File: config.mk
export PLATFORM = sky130hd
export DESIGN_NAME = tblwalk_top
export DESIGN_NICKNAME = d
export VERILOG_FILES = /design/src/rtl/tblwalk_pkg.sv /design/src/rtl/tblwalk_classify.sv /design/src/rtl/tblwalk_addrgen.sv /design/src/rtl/tblwalk_faultlog.sv /design/src/rtl/tblwalk_top.sv
export SDC_FILE = /design/constraint.sdc
export NUM_CORES = 1
export LEC_CHECK = 0
export BUFFER_PORTS_ARGS = -buffer_cell sky130_fd_sc_hd__buf_2
export CAP_MARGIN = 5
export CORE_MARGIN = 3
export CORE_UTILIZATION = 47
export DETAILED_ROUTE_END_ITERATION = 6
export MAX_ROUTING_LAYER = met4
export PLACE_DENSITY = 0.79
export SLEW_MARGIN = 10
export SYNTH_ARGS = -nofsm -noshare
export SYNTH_HDL_FRONTEND = slang
export SYNTH_SLANG_ARGS = --single-unit
File: constraint.sdc
create_clock -name clk -period 3.2 [get_ports clk]
set_input_delay 0.64 -clock clk [delete_from_list [all_inputs] [get_ports clk]]
set_output_delay 0.64 -clock clk [all_outputs]
set_load 0.01 [all_outputs]
File: src/rtl/tblwalk_pkg.sv
package tblwalk_pkg;

    localparam int WORD_W   = 32;
    localparam int LVL_W    = 2;
    localparam int MAX_LVL  = 3;
    localparam int L1_LSB   = 24;
    localparam int L1_W     = 8;
    localparam int L2_LSB   = 18;
    localparam int L2_W     = 6;
    localparam int L3_LSB   = 12;
    localparam int L3_W     = 6;
    localparam int VPN_W    = WORD_W - L3_LSB;
    localparam int DESC_LSB = 4;
    localparam int STAT_W   = LVL_W + 2;

    typedef enum logic [1:0] {
        ET_INVALID   = 2'd0,
        ET_DESC      = 2'd1,
        ET_LEAF      = 2'd2,
        ET_LEAF_SWAP = 2'd3
    } etype_t;

    typedef enum logic [1:0] {
        FT_NONE     = 2'd0,
        FT_INVALID  = 2'd1,
        FT_RESERVED = 2'd2,
        FT_DEPTH    = 2'd3
    } ftype_t;

    typedef enum logic [1:0] {
        ST_IDLE = 2'd0,
        ST_READ = 2'd1,
        ST_RESP = 2'd2
    } wstate_t;

    typedef struct packed {
        logic   is_desc;
        logic   is_leaf;
        ftype_t ftype;
    } verdict_t;

    typedef struct packed {
        logic       cache;
        logic       modified;
        logic       referenced;
        logic [2:0] perm;
    } leafattr_t;

    function automatic logic [WORD_W-1:0] desc_base(input logic [WORD_W-1:0] w);
        return {w[WORD_W-1:DESC_LSB], {DESC_LSB{1'b0}}};
    endfunction

    function automatic leafattr_t leaf_attr(input logic [WORD_W-1:0] w);
        leafattr_t a;
        a.cache      = w[7];
        a.modified   = w[6];
        a.referenced = w[5];
        a.perm       = w[4:2];
        return a;
    endfunction

endpackage

File: src/rtl/tblwalk_classify.sv
module tblwalk_classify
    import tblwalk_pkg::*;
(
    input  etype_t                etype,
    input  logic [LVL_W-1:0]      level,
    output verdict_t              verdict
);
    always_comb begin
        verdict = '{is_desc: 1'b0, is_leaf: 1'b0, ftype: FT_NONE};
        unique case (etype)
            ET_INVALID:   verdict.ftype = FT_INVALID;
            ET_DESC: begin
                if (level == LVL_W'(MAX_LVL)) verdict.ftype = FT_DEPTH;
                else                          verdict.is_desc = 1'b1;
            end
            ET_LEAF:      verdict.is_leaf = 1'b1;
            ET_LEAF_SWAP: verdict.ftype = FT_RESERVED;
        endcase
    end
endmodule

File: src/rtl/tblwalk_addrgen.sv
module tblwalk_addrgen
    import tblwalk_pkg::*;
#(
    parameter int CTX_W = 16
) (
    input  logic [LVL_W-1:0]  level,
    input  logic [WORD_W-1:0] root_ptr,
    input  logic [CTX_W-1:0]  ctx,
    input  logic [WORD_W-1:0] tbl_base,
    input  logic [VPN_W-1:0]  vpn,
    output logic [WORD_W-1:0] addr
);
    localparam int SH = DESC_LSB;

    logic [WORD_W-1:0] root_base;
    logic [WORD_W-1:0] off_ctx, off_l1, off_l2, off_l3;
    logic              unused_root_bits;

    assign unused_root_bits = ^{root_ptr[WORD_W-1:WORD_W-SH], root_ptr[SH-1:0]};
    assign root_base = {root_ptr[WORD_W-SH-1:SH], {(2*SH){1'b0}}};

    assign off_ctx = WORD_W'({ctx, 2'b00});
    assign off_l1  = WORD_W'({vpn[L1_LSB-L3_LSB +: L1_W], 2'b00});
    assign off_l2  = WORD_W'({vpn[L2_LSB-L3_LSB +: L2_W], 2'b00});
    assign off_l3  = WORD_W'({vpn[0 +: L3_W], 2'b00});

    always_comb begin
        unique case (level)
            2'd0:    addr = root_base + off_ctx;
            2'd1:    addr = tbl_base + off_l1;
            2'd2:    addr = tbl_base + off_l2;
            default: addr = tbl_base + off_l3;
        endcase
    end
endmodule

File: src/rtl/tblwalk_faultlog.sv
module tblwalk_faultlog
    import tblwalk_pkg::*;
(
    input  logic              clk,
    input  logic              rst,
    input  logic              load,
    input  logic [WORD_W-1:0] vaddr,
    input  logic [STAT_W-1:0] status,
    output logic [WORD_W-1:0] flt_addr,
    output logic [STAT_W-1:0] flt_status
);
    always_ff @(posedge clk) begin
        if (rst) begin
            flt_addr   <= '0;
            flt_status <= '0;
        end else if (load) begin
            flt_addr   <= vaddr;
            flt_status <= status;
        end
    end
endmodule

File: src/rtl/tblwalk_top.sv
module tblwalk_top
    import tblwalk_pkg::*;
#(
    parameter int CTX_W = 16
) (
    input  logic              clk,
    input  logic              rst,
    input  logic [31:0]       ctx_table_ptr,
    input  logic [CTX_W-1:0]  ctx_num,
    input  logic              req_valid,
    output logic              req_ready,
    input  logic [31:0]       req_vaddr,
    output logic              rsp_valid,
    input  logic              rsp_ready,
    output logic [31:0]       rsp_entry,
    output logic [1:0]        rsp_level,
    output logic              rsp_fault,
    output logic              rsp_cacheable,
    output logic              rsp_modified,
    output logic              rsp_referenced,
    output logic [2:0]        rsp_perm,
    output logic              mem_req,
    output logic [31:0]       mem_addr,
    input  logic              mem_rvalid,
    input  logic [31:0]       mem_rdata,
    output logic [3:0]        flt_status,
    output logic [31:0]       flt_addr
);
    wstate_t           state_q;
    logic [LVL_W-1:0]  level_q;
    logic [WORD_W-1:0] va_q;
    logic [WORD_W-1:0] root_q;
    logic [CTX_W-1:0]  ctx_q;
    logic [WORD_W-1:0] base_q;
    logic [WORD_W-1:0] entry_q;
    logic              fault_q;

    verdict_t          verdict;
    leafattr_t         attr;
    logic              rd_done;
    logic              flt_load;
    logic [STAT_W-1:0] flt_code;

    assign rd_done = (state_q == ST_READ) && mem_rvalid;

    tblwalk_classify u_classify (
        .etype   (etype_t'(mem_rdata[1:0])),
        .level   (level_q),
        .verdict (verdict)
    );

    tblwalk_addrgen #(.CTX_W(CTX_W)) u_addrgen (
        .level    (level_q),
        .root_ptr (root_q),
        .ctx      (ctx_q),
        .tbl_base (base_q),
        .vpn      (va_q[WORD_W-1:L3_LSB]),
        .addr     (mem_addr)
    );

    assign flt_load = rd_done && !verdict.is_desc && !verdict.is_leaf;
    assign flt_code = {level_q, verdict.ftype};

    tblwalk_faultlog u_faultlog (
        .clk        (clk),
        .rst        (rst),
        .load       (flt_load),
        .vaddr      (va_q),
        .status     (flt_code),
        .flt_addr   (flt_addr),
        .flt_status (flt_status)
    );

    always_ff @(posedge clk) begin
        if (rst) begin
            state_q <= ST_IDLE;
            level_q <= '0;
            va_q    <= '0;
            root_q  <= '0;
            ctx_q   <= '0;
            base_q  <= '0;
            entry_q <= '0;
            fault_q <= 1'b0;
        end else begin
            unique case (state_q)
                ST_IDLE: begin
                    if (req_valid) begin
                        va_q    <= req_vaddr;
                        root_q  <= ctx_table_ptr;
                        ctx_q   <= ctx_num;
                        level_q <= '0;
                        state_q <= ST_READ;
                    end
                end
                ST_READ: begin
                    if (mem_rvalid) begin
                        if (verdict.is_desc) begin
                            base_q  <= desc_base(mem_rdata);
                            level_q <= level_q + 1'b1;
                        end else begin
                            entry_q <= mem_rdata;
                            fault_q <= !verdict.is_leaf;
                            state_q <= ST_RESP;
                        end
                    end
                end
                ST_RESP: begin
                    if (rsp_ready) state_q <= ST_IDLE;
                end
                default: state_q <= ST_IDLE;
            endcase
        end
    end

    assign attr           = leaf_attr(entry_q);
    assign req_ready      = (state_q == ST_IDLE);
    assign mem_req        = (state_q == ST_READ);
    assign rsp_valid      = (state_q == ST_RESP);
    assign rsp_entry      = entry_q;
    assign rsp_level      = level_q;
    assign rsp_fault      = fault_q;
    assign rsp_cacheable  = attr.cache;
    assign rsp_modified   = attr.modified;
    assign rsp_referenced = attr.referenced;
    assign rsp_perm       = attr.perm;
endmodule

==> results by group <==
Floorplan
  • Horizontal die dimension: between 100 and 150 um
  • DIE HEIGHT: 135.6 um
  • Area of the core: 16,170 um^2
  • Total die area: 18,400 um^2
  • Std cell rows: between 40 and 50
  • Top-level port count: 229
  • Starting density of the core: 48.84%

Drt
  • Total routed wirelength: approximately 23,000 um
  • DRT iter0 DRCs: 467
  • Mean routed wirelength per cell: 15.42 um
  • Number of vias per cell: around 5.3
  • Number of remaining DRC errors: 0
  • Vias after detailed routing: roughly 7,700
  • Antenna-violating nets left: 0
  • Count of TritonRoute iterations in the first routing pass: 5

STA
  • Slew at the pin with the worst max-slew slack: 0.9475 ns
  • Fmax achieved: 261.8 MHz
  • Final setup skew: approximately 0.012 ns
  • Count of final setup violators: 26
  • Final worst setup slack: -0.6194 ns
  • Min Clock Period, post-route: 3.819 ns
  • Final worst-path cycle share: 119.4%
  • Final Slew Violations: 0
  • Unrepaired setup endpoints after global routing: true
  • Worst hold slack across all endpoints: 0.4431 ns
  • Max-slew headroom: roughly 37%
  • Number of endpoints with negative hold slack in the final report: 0

Worst setup path
  • Critical Path RT: 2.56 ns
  • Critical Path, Cell by Cell: inv_4, ha_4, nor2_2, a21oi_2, ha_2, inv_2, fa_2, nor2b_4, o31ai_4, a211oi_2, buf_4, nand4_1, xor2_1, o22ai_2, buf_2
  • WP buf/inv: 4
  • RR Endpoint: u_faultlog.flt_addr[29]$_SDFFE_PP0P_
  • Cell family with most CP delay: adder cells
  • Critical Path Start Type: flop
  • Launch instance of the worst register-to-register path: rsp_level[0]$_SDFFE_PP0P_
  • Highest cell delay on the worst timing path: 0.39 ns
  • Worst setup endpoint: mem_addr[28]
  • Arrival time at the worst endpoint: 3.18 ns
  • Stages on the worst setup path: 15
  • Worst reg2reg setup slack: slightly above 0.9 ns
  • CP Launch Point: rsp_level[0]$_SDFFE_PP0P_
  • Setup CP Type: reg2out
  • Crit path capture type: primary output
  • Master of the slowest instance on the critical path: sky130_fd_sc_hd__dfxtp_4
  • Number of cells on the worst reg-to-reg path: 9
  • Maximum fanout encountered on the critical timing path: 5

Finish
  • Area grow syn2layout: 28.91%
  • Final non-filler cell area: just over 10,000 um^2
  • Final-layout fill cell count: ~1,400
  • Ratio of cells with drive above 1 in the final layout: 29.33%
  • Post-layout nets: between 1,000 and 1,500

Logic synthesis
  • Combined area of all synthesized cells: 7899 um^2
  • Number of flops mapped to enable cells by yosys: 0
  • Area share of and/or/nand/nor cells after synthesis: 23.36%
  • Part of the Yosys area used for sequential elements: 43.85%
  • Count of yosys warnings during synthesis: 0
  • Synth Area in XOR/XNOR: 4.879%
  • Average cell area after synthesis: ~7.8 um^2
  • Leading register cell type out of synthesis: sky130_fd_sc_hd__dfxtp_1
  • Post-synthesis instance total: 1,019
  • Main combinational cell family by area after synthesis: simple AND/OR/NAND/NOR gates
  • Share of the synthesized area in compound gates (AO/OA/AOI/OAI): 18.82%
  • Synthesized flop and latch total: 173
  • Fraction of registers with async set/reset: 0%
  • Post-synthesis mux area share: 0.3802%
  • Unique cell type count in the Yosys netlist: between 50 and 60
  • Post-synthesis share of cell area spent on full adders, half adders and majority gates: 3.833%

Clock tree
  • Insertion delay of the later-clocked pin in the worst-skew pair: approximately 0.43 ns
  • Maximum buffer depth of the clock tree: 2
  • Sink count of the clock tree: 173
  • CTS buffer count: 17
  • Clock-pin transition on the worst setup and hold timing paths: 0.07 ns
  • Htree depth: 4
  • Clock tree root buffer cell: sky130_fd_sc_hd__clkbuf_16
  • Clock tree from TritonCTS: built
  • Hold buffers post-CTS: 0

Outcome
  • Violations in the final reports: setup timing
  • Outcome: finished with violations

Placement
  • Worst setup slack before clock tree synthesis: -0.2352 ns
  • Final weighted congestion in routability-driven placement: 0.8880
  • Dpl hpwl: 16,020 um
  • Input/output buffers: 218
  • Area after DPL: 9316 um^2

Power and ir drop
  • Lkg Pwr: 4.214 nW
  • Ratio of total power to cell area: 482.7 nW/um^2
  • Maximum resistive drop on vdd: roughly 0.37 mV

Job
  • Max-capacitance violation count: 0

Global route
  • Number of global-route vias before repair: 7,190
  • Gr ovfl total: 0
  • Pin count of the biggest net entering global routing: just over 60
  • Antenna violations before repair: 1
  • Global-route wire length before repair: 35,360 um
  • Global routing usage summed across all routing layers: between 20% and 30%

Min path
  • Tightest Hold Check Type: in2reg
power breakdown:
| part | total (mW) | internal [mW] | switching, mW |
|---|---|---|---|
| clock network | 2.00 | 1.09 | 0.913 |
| registers | 2.31 | 2.24 | 0.0681 |
| logic | 0.605 | 0.246 | 0.359 |
worst min-delay path, delay by kind of cell:
kind,cells,cell delay (ns)
buffers and inverters,1,0.09
and+or+nand+nor,1,0.04
AOI/OAI and AO/OA,1,0.05
sequential cells by signal, indices dropped and copies added (netlist names):
signal	cells
base_q	28
u_faultlog.flt_status	4
state_q	2
rsp_fault	1
u_faultlog.flt_addr	32
root_q	24
rsp_entry	32
va_q	32
ctx_q	16
rsp_level	2
metal layers:
layer	wire, um	GRT usage [%]	vias to the layer above	share of wire, %
li1	-	-	3830	-
met1	9624	30.13	3605	43
met2	10960	40.13	253	49
met3	1521	5.832	36	6.7
met4	488	8.847	0	2.2
met5	0	-	-	0
repair_timing:
action / 4_1_cts / 5_1_grt
setup endpoints to repair: 26 / 26
gates resized for setup: 31 / 18
gates cloned: 0 / 0
pin swaps: 10 / 15
setup buffers: 6 / 5
synthesized netlist by cell type, types with 3 or more instances:
cell	n	area, um^2
sky130_fd_sc_hd__xnor2_1	25	219.0
sky130_fd_sc_hd__a21oi_1	186	930.9
sky130_fd_sc_hd__nand4_1	5	31.28
sky130_fd_sc_hd__o22ai_1	20	125.1
sky130_fd_sc_hd__nor2_1	19	71.32
sky130_fd_sc_hd__o21a_1	6	45.04
sky130_fd_sc_hd__a22oi_1	5	37.54
sky130_fd_sc_hd__mux2i_1	3	30.03
sky130_fd_sc_hd__dfxtp_1	173	3463
sky130_fd_sc_hd__xor2_1	19	166.4
sky130_fd_sc_hd__buf_4	13	97.59
sky130_fd_sc_hd__buf_6	3	33.78
sky130_fd_sc_hd__ha_1	21	262.8
sky130_fd_sc_hd__and2_1	3	18.77
sky130_fd_sc_hd__o21bai_1	3	22.52
sky130_fd_sc_hd__a21o_1	6	45.04
sky130_fd_sc_hd__clkbuf_1	48	180.2
sky130_fd_sc_hd__nand2b_1	4	25.02
sky130_fd_sc_hd__nand2_1	354	1329
sky130_fd_sc_hd__nand3_1	9	45.04
sky130_fd_sc_hd__nor3_1	6	30.03
sky130_fd_sc_hd__inv_1	11	41.29
sky130_fd_sc_hd__buf_2	5	25.02
sky130_fd_sc_hd__nor2b_1	3	18.77
sky130_fd_sc_hd__o21ai_0	11	55.05
sky130_fd_sc_hd__o21ai_1	3	15.01
sky130_fd_sc_hd__a211oi_1	7	52.55
sky130_fd_sc_hd__and3_1	10	62.56
layout by cell type (no fill, tap or decap), types with 4 or more instances in the layout:
cell / n
sky130_fd_sc_hd__a211oi_1: 6
sky130_fd_sc_hd__nand4_1: 5
sky130_fd_sc_hd__a21oi_2: 7
sky130_fd_sc_hd__buf_2: 215
sky130_fd_sc_hd__clkbuf_16: 17
sky130_fd_sc_hd__o21a_1: 5
sky130_fd_sc_hd__o21ai_0: 9
sky130_fd_sc_hd__nand2b_1: 4
sky130_fd_sc_hd__buf_4: 43
sky130_fd_sc_hd__nand2_1: 351
sky130_fd_sc_hd__buf_6: 4
sky130_fd_sc_hd__xnor2_1: 24
sky130_fd_sc_hd__inv_1: 8
sky130_fd_sc_hd__o22ai_2: 5
sky130_fd_sc_hd__ha_4: 5
sky130_fd_sc_hd__nand2_2: 4
sky130_fd_sc_hd__o22ai_1: 15
sky130_fd_sc_hd__and3_1: 10
sky130_fd_sc_hd__nor2_1: 16
sky130_fd_sc_hd__xor2_1: 19
sky130_fd_sc_hd__inv_6: 5
sky130_fd_sc_hd__a21oi_1: 179
sky130_fd_sc_hd__nor3_1: 4
sky130_fd_sc_hd__nand3_1: 8
sky130_fd_sc_hd__ha_1: 14
sky130_fd_sc_hd__a21o_1: 6
sky130_fd_sc_hd__buf_12: 4
sky130_fd_sc_hd__nor2_2: 4
sky130_fd_sc_hd__dfxtp_1: 171
sky130_fd_sc_hd__a22oi_2: 4
worst min-delay path by stage:
stage,startpoint,to,slack [ns],depth (start not counted)
6_report,req_vaddr[14],va_q[14]$_SDFFE_PP0P_,0.44,3
5_1_grt,req_vaddr[5],va_q[5]$_SDFFE_PP0P_,0.43,3
4_1_cts,req_vaddr[14],va_q[14]$_SDFFE_PP0P_,0.43,3
3_5_place_dp,va_q[1]$_SDFFE_PP0P_,u_faultlog.flt_addr[1]$_SDFFE_PP0P_,0.44,2
3_3_place_gp,va_q[7]$_SDFFE_PP0P_,u_faultlog.flt_addr[7]$_SDFFE_PP0P_,0.44,2
2_1_floorplan,va_q[0]$_SDFFE_PP0P_,u_faultlog.flt_addr[0]$_SDFFE_PP0P_,0.43,2
layout make-up:
cell class	count	area, um^2	share of cell area (%)
flip-flops and latches	173	3471	34.09
clock inverters	13	128.9	1.266
multi-input cells	766	4307	42.30
clock buffers	19	432.9	4.252
repair buffers	266	1524	14.97
well taps	216	270.3	2.654
diodes	1	2.502	0.02458
inverters	11	46.29	0.4547
kinds of logic after synthesis:
logic type                 Yosys count
AOI/OAI and AO/OA                  261
DFF                                173
other                                1
adders and majority gates           23
xor gates and xnor gates            44
muxes                                3
and+or+nand+nor                    433
buffers and inverters               81
stage by stage:
step / power (mW) / util, % / TNS [ns] / std cells
final: 4.915 / 62.96 / -10.67 / 1465
after global routing: 5.113 / 62.96 / -13.66 / 1465
after CTS: 4.940 / 62.18 / -10.51 / 1459
after detailed placement: 2.934 / 57.60 / -3.224 / 1421
after global placement: 2.924 / 57.60 / -1.636 / 1421
after floorplan: 2.687 / - / -0.1125 / 1020
No activity file was read; power rests on OpenSTA's default activity.
